--- config.mk ---
export PLATFORM = sky130hd
export DESIGN_NAME = pmu_unit
export DESIGN_NICKNAME = d
export VERILOG_FILES = /design/src/rtl/pmu_pkg.sv /design/src/rtl/pmu_evt_sel.sv /design/src/rtl/pmu_prescaler.sv /design/src/rtl/pmu_counter.sv /design/src/rtl/pmu_unit.sv
export SDC_FILE = /design/constraint.sdc
export NUM_CORES = 1
export LEC_CHECK = 0
export ABC_AREA = 1
export CELL_PAD_IN_SITES_DETAIL_PLACEMENT = 1
export CELL_PAD_IN_SITES_GLOBAL_PLACEMENT = 1
export CORE_ASPECT_RATIO = 0.75
export CORE_MARGIN = 4
export CORE_UTILIZATION = 43
export CTS_CLUSTER_SIZE = 12
export DETAILED_ROUTE_END_ITERATION = 12
export PLACE_DENSITY_LB_ADDON = 0.1
export SETUP_SLACK_MARGIN = 0.2
export SYNTH_ARGS = -nofsm -noshare
export SYNTH_HDL_FRONTEND = slang
export SYNTH_SLANG_ARGS = --single-unit
--- constraint.sdc ---
create_clock -name clk -period 3 [get_ports clk]
set_input_delay 0.9 -clock clk [delete_from_list [all_inputs] [get_ports clk]]
set_output_delay 0.9 -clock clk [all_outputs]
set_load 0.02 [all_outputs]
--- src/rtl/pmu_pkg.sv ---
package pmu_pkg;

    localparam int CNT_W   = 32;
    localparam int SEL_W   = 8;
    localparam int NUM_EVT = 19;
    localparam int NUM_CTR = 3;
    localparam int NUM_PRG = 2;
    localparam int PRE_W   = 6;
    localparam int IDX_W   = 2;
    localparam int EIDX_W  = $clog2(NUM_EVT);

    // control word bit positions (software-visible layout)
    localparam int B_EN       = 0;
    localparam int B_RST_PROG = 1;
    localparam int B_RST_CYC  = 2;
    localparam int B_DIV      = 3;
    localparam int B_IEN      = 4;
    localparam int B_OVF      = 8;
    localparam int B_SEL1     = 12;
    localparam int B_SEL0     = 20;

    // counter slot order inside ien/ovf vectors
    localparam int SLOT_CYC = 2;

    localparam logic [SEL_W-1:0] CODE_EXT    = 8'h20;
    localparam logic [SEL_W-1:0] CODE_CYCLES = 8'hFF;
    localparam logic [SEL_W-1:0] CODE_HOLE_A = 8'h08;
    localparam logic [SEL_W-1:0] CODE_HOLE_B = 8'h0E;

    typedef enum logic [IDX_W-1:0] {
        REG_CTRL  = 2'd0,
        REG_CYC   = 2'd1,
        REG_PROG0 = 2'd2,
        REG_PROG1 = 2'd3
    } reg_idx_e;

    typedef struct packed {
        logic [SEL_W-1:0]   sel0;
        logic [SEL_W-1:0]   sel1;
        logic [NUM_CTR-1:0] ovf;
        logic [NUM_CTR-1:0] ien;
        logic               div;
        logic               rst_cyc;
        logic               rst_prog;
        logic               en;
    } ctrl_t;

    function automatic logic [CNT_W-1:0] ctrl_image(ctrl_t c);
        logic [CNT_W-1:0] w;
        w = '0;
        w[B_EN]                = c.en;
        w[B_RST_PROG]          = c.rst_prog;
        w[B_RST_CYC]           = c.rst_cyc;
        w[B_DIV]               = c.div;
        w[B_IEN +: NUM_CTR]    = c.ien;
        w[B_OVF +: NUM_CTR]    = c.ovf;
        w[B_SEL1 +: SEL_W]     = c.sel1;
        w[B_SEL0 +: SEL_W]     = c.sel0;
        return w;
    endfunction

    // true when the code selects one of the event input lines
    function automatic logic code_is_line(logic [SEL_W-1:0] code);
        return (int'(code) < NUM_EVT) && (code != CODE_HOLE_A) && (code != CODE_HOLE_B);
    endfunction

endpackage

--- src/rtl/pmu_evt_sel.sv ---
module pmu_evt_sel
    import pmu_pkg::*;
(
    input  logic [SEL_W-1:0]   code,
    input  logic [NUM_EVT-1:0] evt_vec,
    input  logic               ext_sig,
    output logic               hit
);

    logic [EIDX_W-1:0] line;
    assign line = code[EIDX_W-1:0];

    always_comb begin
        if (code_is_line(code)) begin
            hit = evt_vec[line];
        end else if (code == CODE_EXT) begin
            hit = ext_sig;
        end else if (code == CODE_CYCLES) begin
            hit = 1'b1;
        end else begin
            hit = 1'b0;
        end
    end

endmodule

--- src/rtl/pmu_prescaler.sv ---
module pmu_prescaler
    import pmu_pkg::*;
#(
    parameter int W = PRE_W
) (
    input  logic clk,
    input  logic rst,
    input  logic clr,
    input  logic run,
    output logic tick
);

    logic [W-1:0] phase_q;

    always_ff @(posedge clk) begin
        if (rst || clr) begin
            phase_q <= '0;
        end else if (run) begin
            phase_q <= phase_q + 1'b1;
        end
    end

    assign tick = run && (phase_q == '1);

    AST_TICK_SPACING: assert property (@(posedge clk) disable iff (rst)
        tick |=> !tick);

endmodule

--- src/rtl/pmu_counter.sv ---
module pmu_counter
    import pmu_pkg::*;
#(
    parameter int W = CNT_W
) (
    input  logic         clk,
    input  logic         rst,
    input  logic         clr,
    input  logic         wr,
    input  logic [W-1:0] wdata,
    input  logic         inc,
    output logic [W-1:0] cnt,
    output logic         wrap
);

    always_ff @(posedge clk) begin
        if (rst || clr) begin
            cnt <= '0;
        end else if (wr) begin
            cnt <= wdata;
        end else if (inc) begin
            cnt <= cnt + 1'b1;
        end
    end

    assign wrap = inc && !wr && !clr && (cnt == '1);

    AST_WRITE_WINS: assert property (@(posedge clk) disable iff (rst)
        (wr && !clr) |=> cnt == $past(wdata));

    AST_HOLD_IDLE: assert property (@(posedge clk) disable iff (rst)
        (!inc && !wr && !clr) |=> $stable(cnt));

    AST_WRAP_TO_ZERO: assert property (@(posedge clk) disable iff (rst)
        wrap |=> cnt == '0);

endmodule

--- src/rtl/pmu_unit.sv ---
module pmu_unit
    import pmu_pkg::*;
(
    input  logic               clk,
    input  logic               rst,
    input  logic               reg_wr,
    input  logic [IDX_W-1:0]   reg_idx,
    input  logic [CNT_W-1:0]   reg_wdata,
    output logic [CNT_W-1:0]   reg_rdata,
    input  logic [NUM_EVT-1:0] evt_in,
    input  logic               ext_sig,
    output logic               irq
);

    ctrl_t              ctrl_q;
    logic [NUM_CTR-1:0] ctr_inc;
    logic [NUM_CTR-1:0] ctr_wr;
    logic [NUM_CTR-1:0] ctr_clr;
    logic [NUM_CTR-1:0] ctr_wrap;
    logic [CNT_W-1:0]   ctr_val [NUM_CTR];
    logic [SEL_W-1:0]   sel_arr [NUM_PRG];
    logic               pre_tick;
    logic               irq_q;
    logic               ctrl_wr;

    assign ctrl_wr    = reg_wr && (reg_idx == REG_CTRL);
    assign sel_arr[0] = ctrl_q.sel0;
    assign sel_arr[1] = ctrl_q.sel1;

    // programmable counters
    generate
        for (genvar g = 0; g < NUM_PRG; g++) begin : g_prog
            localparam reg_idx_e MY_IDX = (g == 0) ? REG_PROG0 : REG_PROG1;
            logic hit;

            pmu_evt_sel u_sel (
                .code    (sel_arr[g]),
                .evt_vec (evt_in),
                .ext_sig (ext_sig),
                .hit     (hit)
            );

            assign ctr_inc[g] = ctrl_q.en && hit;
            assign ctr_wr[g]  = reg_wr && (reg_idx == MY_IDX);
            assign ctr_clr[g] = ctrl_q.rst_prog;

            pmu_counter #(.W(CNT_W)) u_ctr (
                .clk   (clk),
                .rst   (rst),
                .clr   (ctr_clr[g]),
                .wr    (ctr_wr[g]),
                .wdata (reg_wdata),
                .inc   (ctr_inc[g]),
                .cnt   (ctr_val[g]),
                .wrap  (ctr_wrap[g])
            );
        end
    endgenerate

    // dedicated cycle counter
    pmu_prescaler #(.W(PRE_W)) u_pre (
        .clk  (clk),
        .rst  (rst),
        .clr  (ctrl_q.rst_cyc),
        .run  (ctrl_q.en),
        .tick (pre_tick)
    );

    assign ctr_inc[SLOT_CYC] = ctrl_q.en && (ctrl_q.div ? pre_tick : 1'b1);
    assign ctr_wr[SLOT_CYC]  = reg_wr && (reg_idx == REG_CYC);
    assign ctr_clr[SLOT_CYC] = ctrl_q.rst_cyc;

    pmu_counter #(.W(CNT_W)) u_cyc (
        .clk   (clk),
        .rst   (rst),
        .clr   (ctr_clr[SLOT_CYC]),
        .wr    (ctr_wr[SLOT_CYC]),
        .wdata (reg_wdata),
        .inc   (ctr_inc[SLOT_CYC]),
        .cnt   (ctr_val[SLOT_CYC]),
        .wrap  (ctr_wrap[SLOT_CYC])
    );

    // control word
    always_ff @(posedge clk) begin
        if (rst) begin
            ctrl_q <= '0;
        end else if (ctrl_wr) begin
            ctrl_q.en       <= reg_wdata[B_EN];
            ctrl_q.rst_prog <= reg_wdata[B_RST_PROG];
            ctrl_q.rst_cyc  <= reg_wdata[B_RST_CYC];
            ctrl_q.div      <= reg_wdata[B_DIV];
            ctrl_q.ien      <= reg_wdata[B_IEN +: NUM_CTR];
            ctrl_q.sel1     <= reg_wdata[B_SEL1 +: SEL_W];
            ctrl_q.sel0     <= reg_wdata[B_SEL0 +: SEL_W];
            ctrl_q.ovf      <= (ctrl_q.ovf & ~reg_wdata[B_OVF +: NUM_CTR]) | ctr_wrap;
        end else begin
            ctrl_q.rst_prog <= 1'b0;
            ctrl_q.rst_cyc  <= 1'b0;
            ctrl_q.ovf      <= ctrl_q.ovf | ctr_wrap;
        end
    end

    always_ff @(posedge clk) begin
        if (rst) begin
            irq_q <= 1'b0;
        end else begin
            irq_q <= |(ctrl_q.ovf & ctrl_q.ien);
        end
    end

    assign irq = irq_q;

    always_comb begin
        case (reg_idx_e'(reg_idx))
            REG_CTRL:  reg_rdata = ctrl_image(ctrl_q);
            REG_CYC:   reg_rdata = ctr_val[SLOT_CYC];
            REG_PROG0: reg_rdata = ctr_val[0];
            default:   reg_rdata = ctr_val[1];
        endcase
    end

    AST_FLAG_ON_WRAP: assert property (@(posedge clk) disable iff (rst)
        (|ctr_wrap) |=> (ctrl_q.ovf & $past(ctr_wrap)) == $past(ctr_wrap));

    AST_IRQ_NEEDS_FLAG: assert property (@(posedge clk) disable iff (rst)
        $rose(irq_q) |-> $past(ctrl_q.ovf != '0));

    AST_PROG_CLR_PULSE: assert property (@(posedge clk) disable iff (rst)
        (ctrl_q.rst_prog && !(ctrl_wr && reg_wdata[B_RST_PROG])) |=> !ctrl_q.rst_prog);

    AST_CYC_CLR_PULSE: assert property (@(posedge clk) disable iff (rst)
        (ctrl_q.rst_cyc && !(ctrl_wr && reg_wdata[B_RST_CYC])) |=> !ctrl_q.rst_cyc);

    AST_CLR_ZEROES_PROG: assert property (@(posedge clk) disable iff (rst)
        ctrl_q.rst_prog |=> (ctr_val[0] == '0) && (ctr_val[1] == '0));

endmodule

==> qor.yml <==
via_per_inst: 5.96
path_cells: "buf_8, buf_6, nor2_4, inv_4, buf_12, o22ai_4, a21oi_2, o21ai_1, buf_4"
ys_ff_latch: 129
hold_buffers: 0
hold_viol_final: 0
yosysWarnings: 0
fin_skew_ps: 14.7
cts_num_sinks: 129
layout-drive-gt1-share_pct: 12.4
root_buffer: "clkbuf_16"
grt_pass1_vias: 11800
grt_first_pass_wirelength_um: 72700
drc: 0
relSlewSlack_pct: 49.8
cts_tree: "yes"
cpPeakStageDelay_ps: 200
busiest_layer: "met2"
status: "finished with violations"
yosysSeqAreaShare_pct: 27.0
finalCoreUtilization_pct: 56.9
clk_pin_slew_ps: 60
core_um2: 21500
slowest_stage: "nor2_4"
use_met2_pct: 59.6
ant_nets: 0
violations: "setup timing"
worst-path-buf-inv: 5
htree_levels: 4
finalMaxSlewViolations: 0
drv_cap: 0
cp.arrival_ps: 2110
cp.required_ps: 2100
initial_utilization_pct: 44.5
met3_usage_pct: 10.0
ys_top_cells_by_count: "586 x nand2_1, 153 x inv_1, 148 x nor2_1"
clock_latency_ps: 440
io_buffers: 89
row_count: 46
wirelength_um: 49500
path_class: "primary input to output port"
drtIter0Drc: 1291
vdd_drop_max_v: 0.000448
synth_cell_types: 38
antenna_found_initial: 1
synthCells: 1654
p_per_area_nw_per_um2: 405
wl_per_cell_um: 23.9
grt.total_usage_pct: 38.6
syn_area_per_cell_um2: 5.79
yosys.area.top_type_share_pct: 27.0
post-route-min-period_ps: 3010
yosysMostFrequentCell: "nand2_1"
drt-pass1-iter-count: 5
die_w_um: 180
end_kind: "output port"
num_io_pins: 90
gp_congestion: 1.04
min_path_type: "flop to flop"
die_h_um: 137
met1_usage_pct: 50.2
final_net_count: 1826
grt_max_degree: 50
grt_setup_unrepaired: "true"
max_freq_mhz: 332
worst_pin_slew_ps: 751
vias: 12300
finalSetupViolCount: 1
cpLargestDelayFamily: "buffers and inverters"
synth-async-reset-ratio_pct: 0
overflow: 0
synth_area_um2: 9580
synthTopCellsByArea: "dfxtp_1 27%, nand2_1 23%, nand3_1 6.9%"
crit_fanout: 7
setup_slack_ps: -12.3
die-area_um2: 24700
synth-edff-count: 0
synth_nets: 1715
synth-main-ff-cell: "dfxtp_1"
p_leak_uw: 0.00460
yosysTopAreaCell: "dfxtp_1"
dpl.hpwl_um: 37000
cts_buffer_depth: 2
cts-buffers-inserted: 17
start_kind: "primary input"
power_uw: 4960
syn_to_final_growth_pct: 27.9
fin_crit_sh_pct: 100
-- power by group --
| group | leakage, µW | switching, µW | internal, µW |
|---|---|---|---|
| registers | 0.00105 | 76.4 | 1760 |
| logic | 0.00325 | 562 | 317 |
| clock network | 0.000297 | 860 | 1380 |
| total | 0.00460 | 1500 | 3460 |
-- layout by cell type, fill, tap and decap left out, types with 8 or more instances in the layout --
master           synthesis  final
buf_6                    3     18
a31oi_1                 25     25
nand4_1                 18     18
buf_4                    8     73
xor2_1                  50     50
nand3_1                132    132
a21oi_1                110    104
nand2_1                586    579
clkdlybuf4s50_1          0     55
a21oi_2                  2      8
clkbuf_16                0     18
o21ai_1                  1     18
nor3_1                  52     52
inv_1                  153    149
buf_12                   0     11
nor2_1                 148    142
o21ai_0                 93     74
dfxtp_1                129    129
nand2_2                  3      8
-- worst reg2reg max path, delay by kind of cell (launching register included) --
| family | cells | cell delay [ps] |
|---|---|---|
| AO/OA/AOI/OAI | 1 | 140 |
| adder cells (fa/ha/maj) | 1 | 240 |
| flip-flops | 1 | 430 |
| AND/OR/NAND/NOR | 9 | 1590 |
-- path summary, 6_finish.rpt --
path / start / to / slack, ps / cells after the start
min: g_prog[0].u_ctr.cnt[16]$_SDFFE_PP0P_ / g_prog[0].u_ctr.cnt[16]$_SDFFE_PP0P_ / 510 / 2
max: reg_idx[0] / reg_rdata[21] / -10 / 9
max reg2reg: g_prog[0].u_ctr.cnt[0]$_SDFFE_PP0P_ / ctrl_q[7]$_SDFF_PP0_ / 510 / 11
min reg2reg: g_prog[0].u_ctr.cnt[16]$_SDFFE_PP0P_ / g_prog[0].u_ctr.cnt[16]$_SDFFE_PP0P_ / 510 / 2
-- flip-flops by register name, summed over array words and instances, names as in the netlist --
| name | cells |
|---|---|
| u_pre.phase_q | 6 |
| ctr_clr | 2 |
| g_prog.u_ctr.cnt | 64 |
| ctrl_q | 24 |
| irq | 1 |
| u_cyc.cnt | 32 |
-- repair_timing --
item,CTS,global route
cloned,3,1
pin swaps,8,8
resized for setup,268,47
buffers inserted,7,1
endpoints found under the setup margin,32,32
-- layout make-up --
class                      count  area, µm²
fill                        3000       9280
multi-input combinational   1293       6430
sequential                   129       2580
timing repair buffer         163       1650
inverter                     161        618
clock buffer                  21        480
tap                          288        360
clock inverter                10        133
antenna                        1       2.50
-- metrics by stage --
| step | setup TNS (ps) | setup WS, ps | hold WS (ps) | area, µm² | cells |
|---|---|---|---|---|---|
| 2_1_floorplan | 0 | 220 | 450 | 9580 | 1654 |
| 3_3_place_gp | -23430 | -864 | 471 | 11100 | 2022 |
| 3_5_place_dp | -23950 | -915 | 486 | 11100 | 2022 |
| 4_1_cts | 0 | 126 | 501 | 12000 | 2063 |
| 5_1_grt | 0 | 2.88 | 539 | 12200 | 2065 |
| 6_report | -12.3 | -12.3 | 510 | 12200 | 2066 |
-- routing by layer --
layer  part of all wire, %  vias up
li1                      -     5611
met4                   6.1        0
met3                    10      148
met1                    41     5993
met2                    42      556
met5                     0        -
-- kinds of logic after synthesis --
group                    share of synthesized area (%)
AO/OA/AOI/OAI                                     15.7
adder cells (fa/ha/maj)                          0.523
buffers and inverters                             9.79
XOR/XNOR                                          5.12
AND/OR/NAND/NOR                                   41.9
flip-flops                                        27.0
No activity file was read; power rests on OpenSTA's default activity.
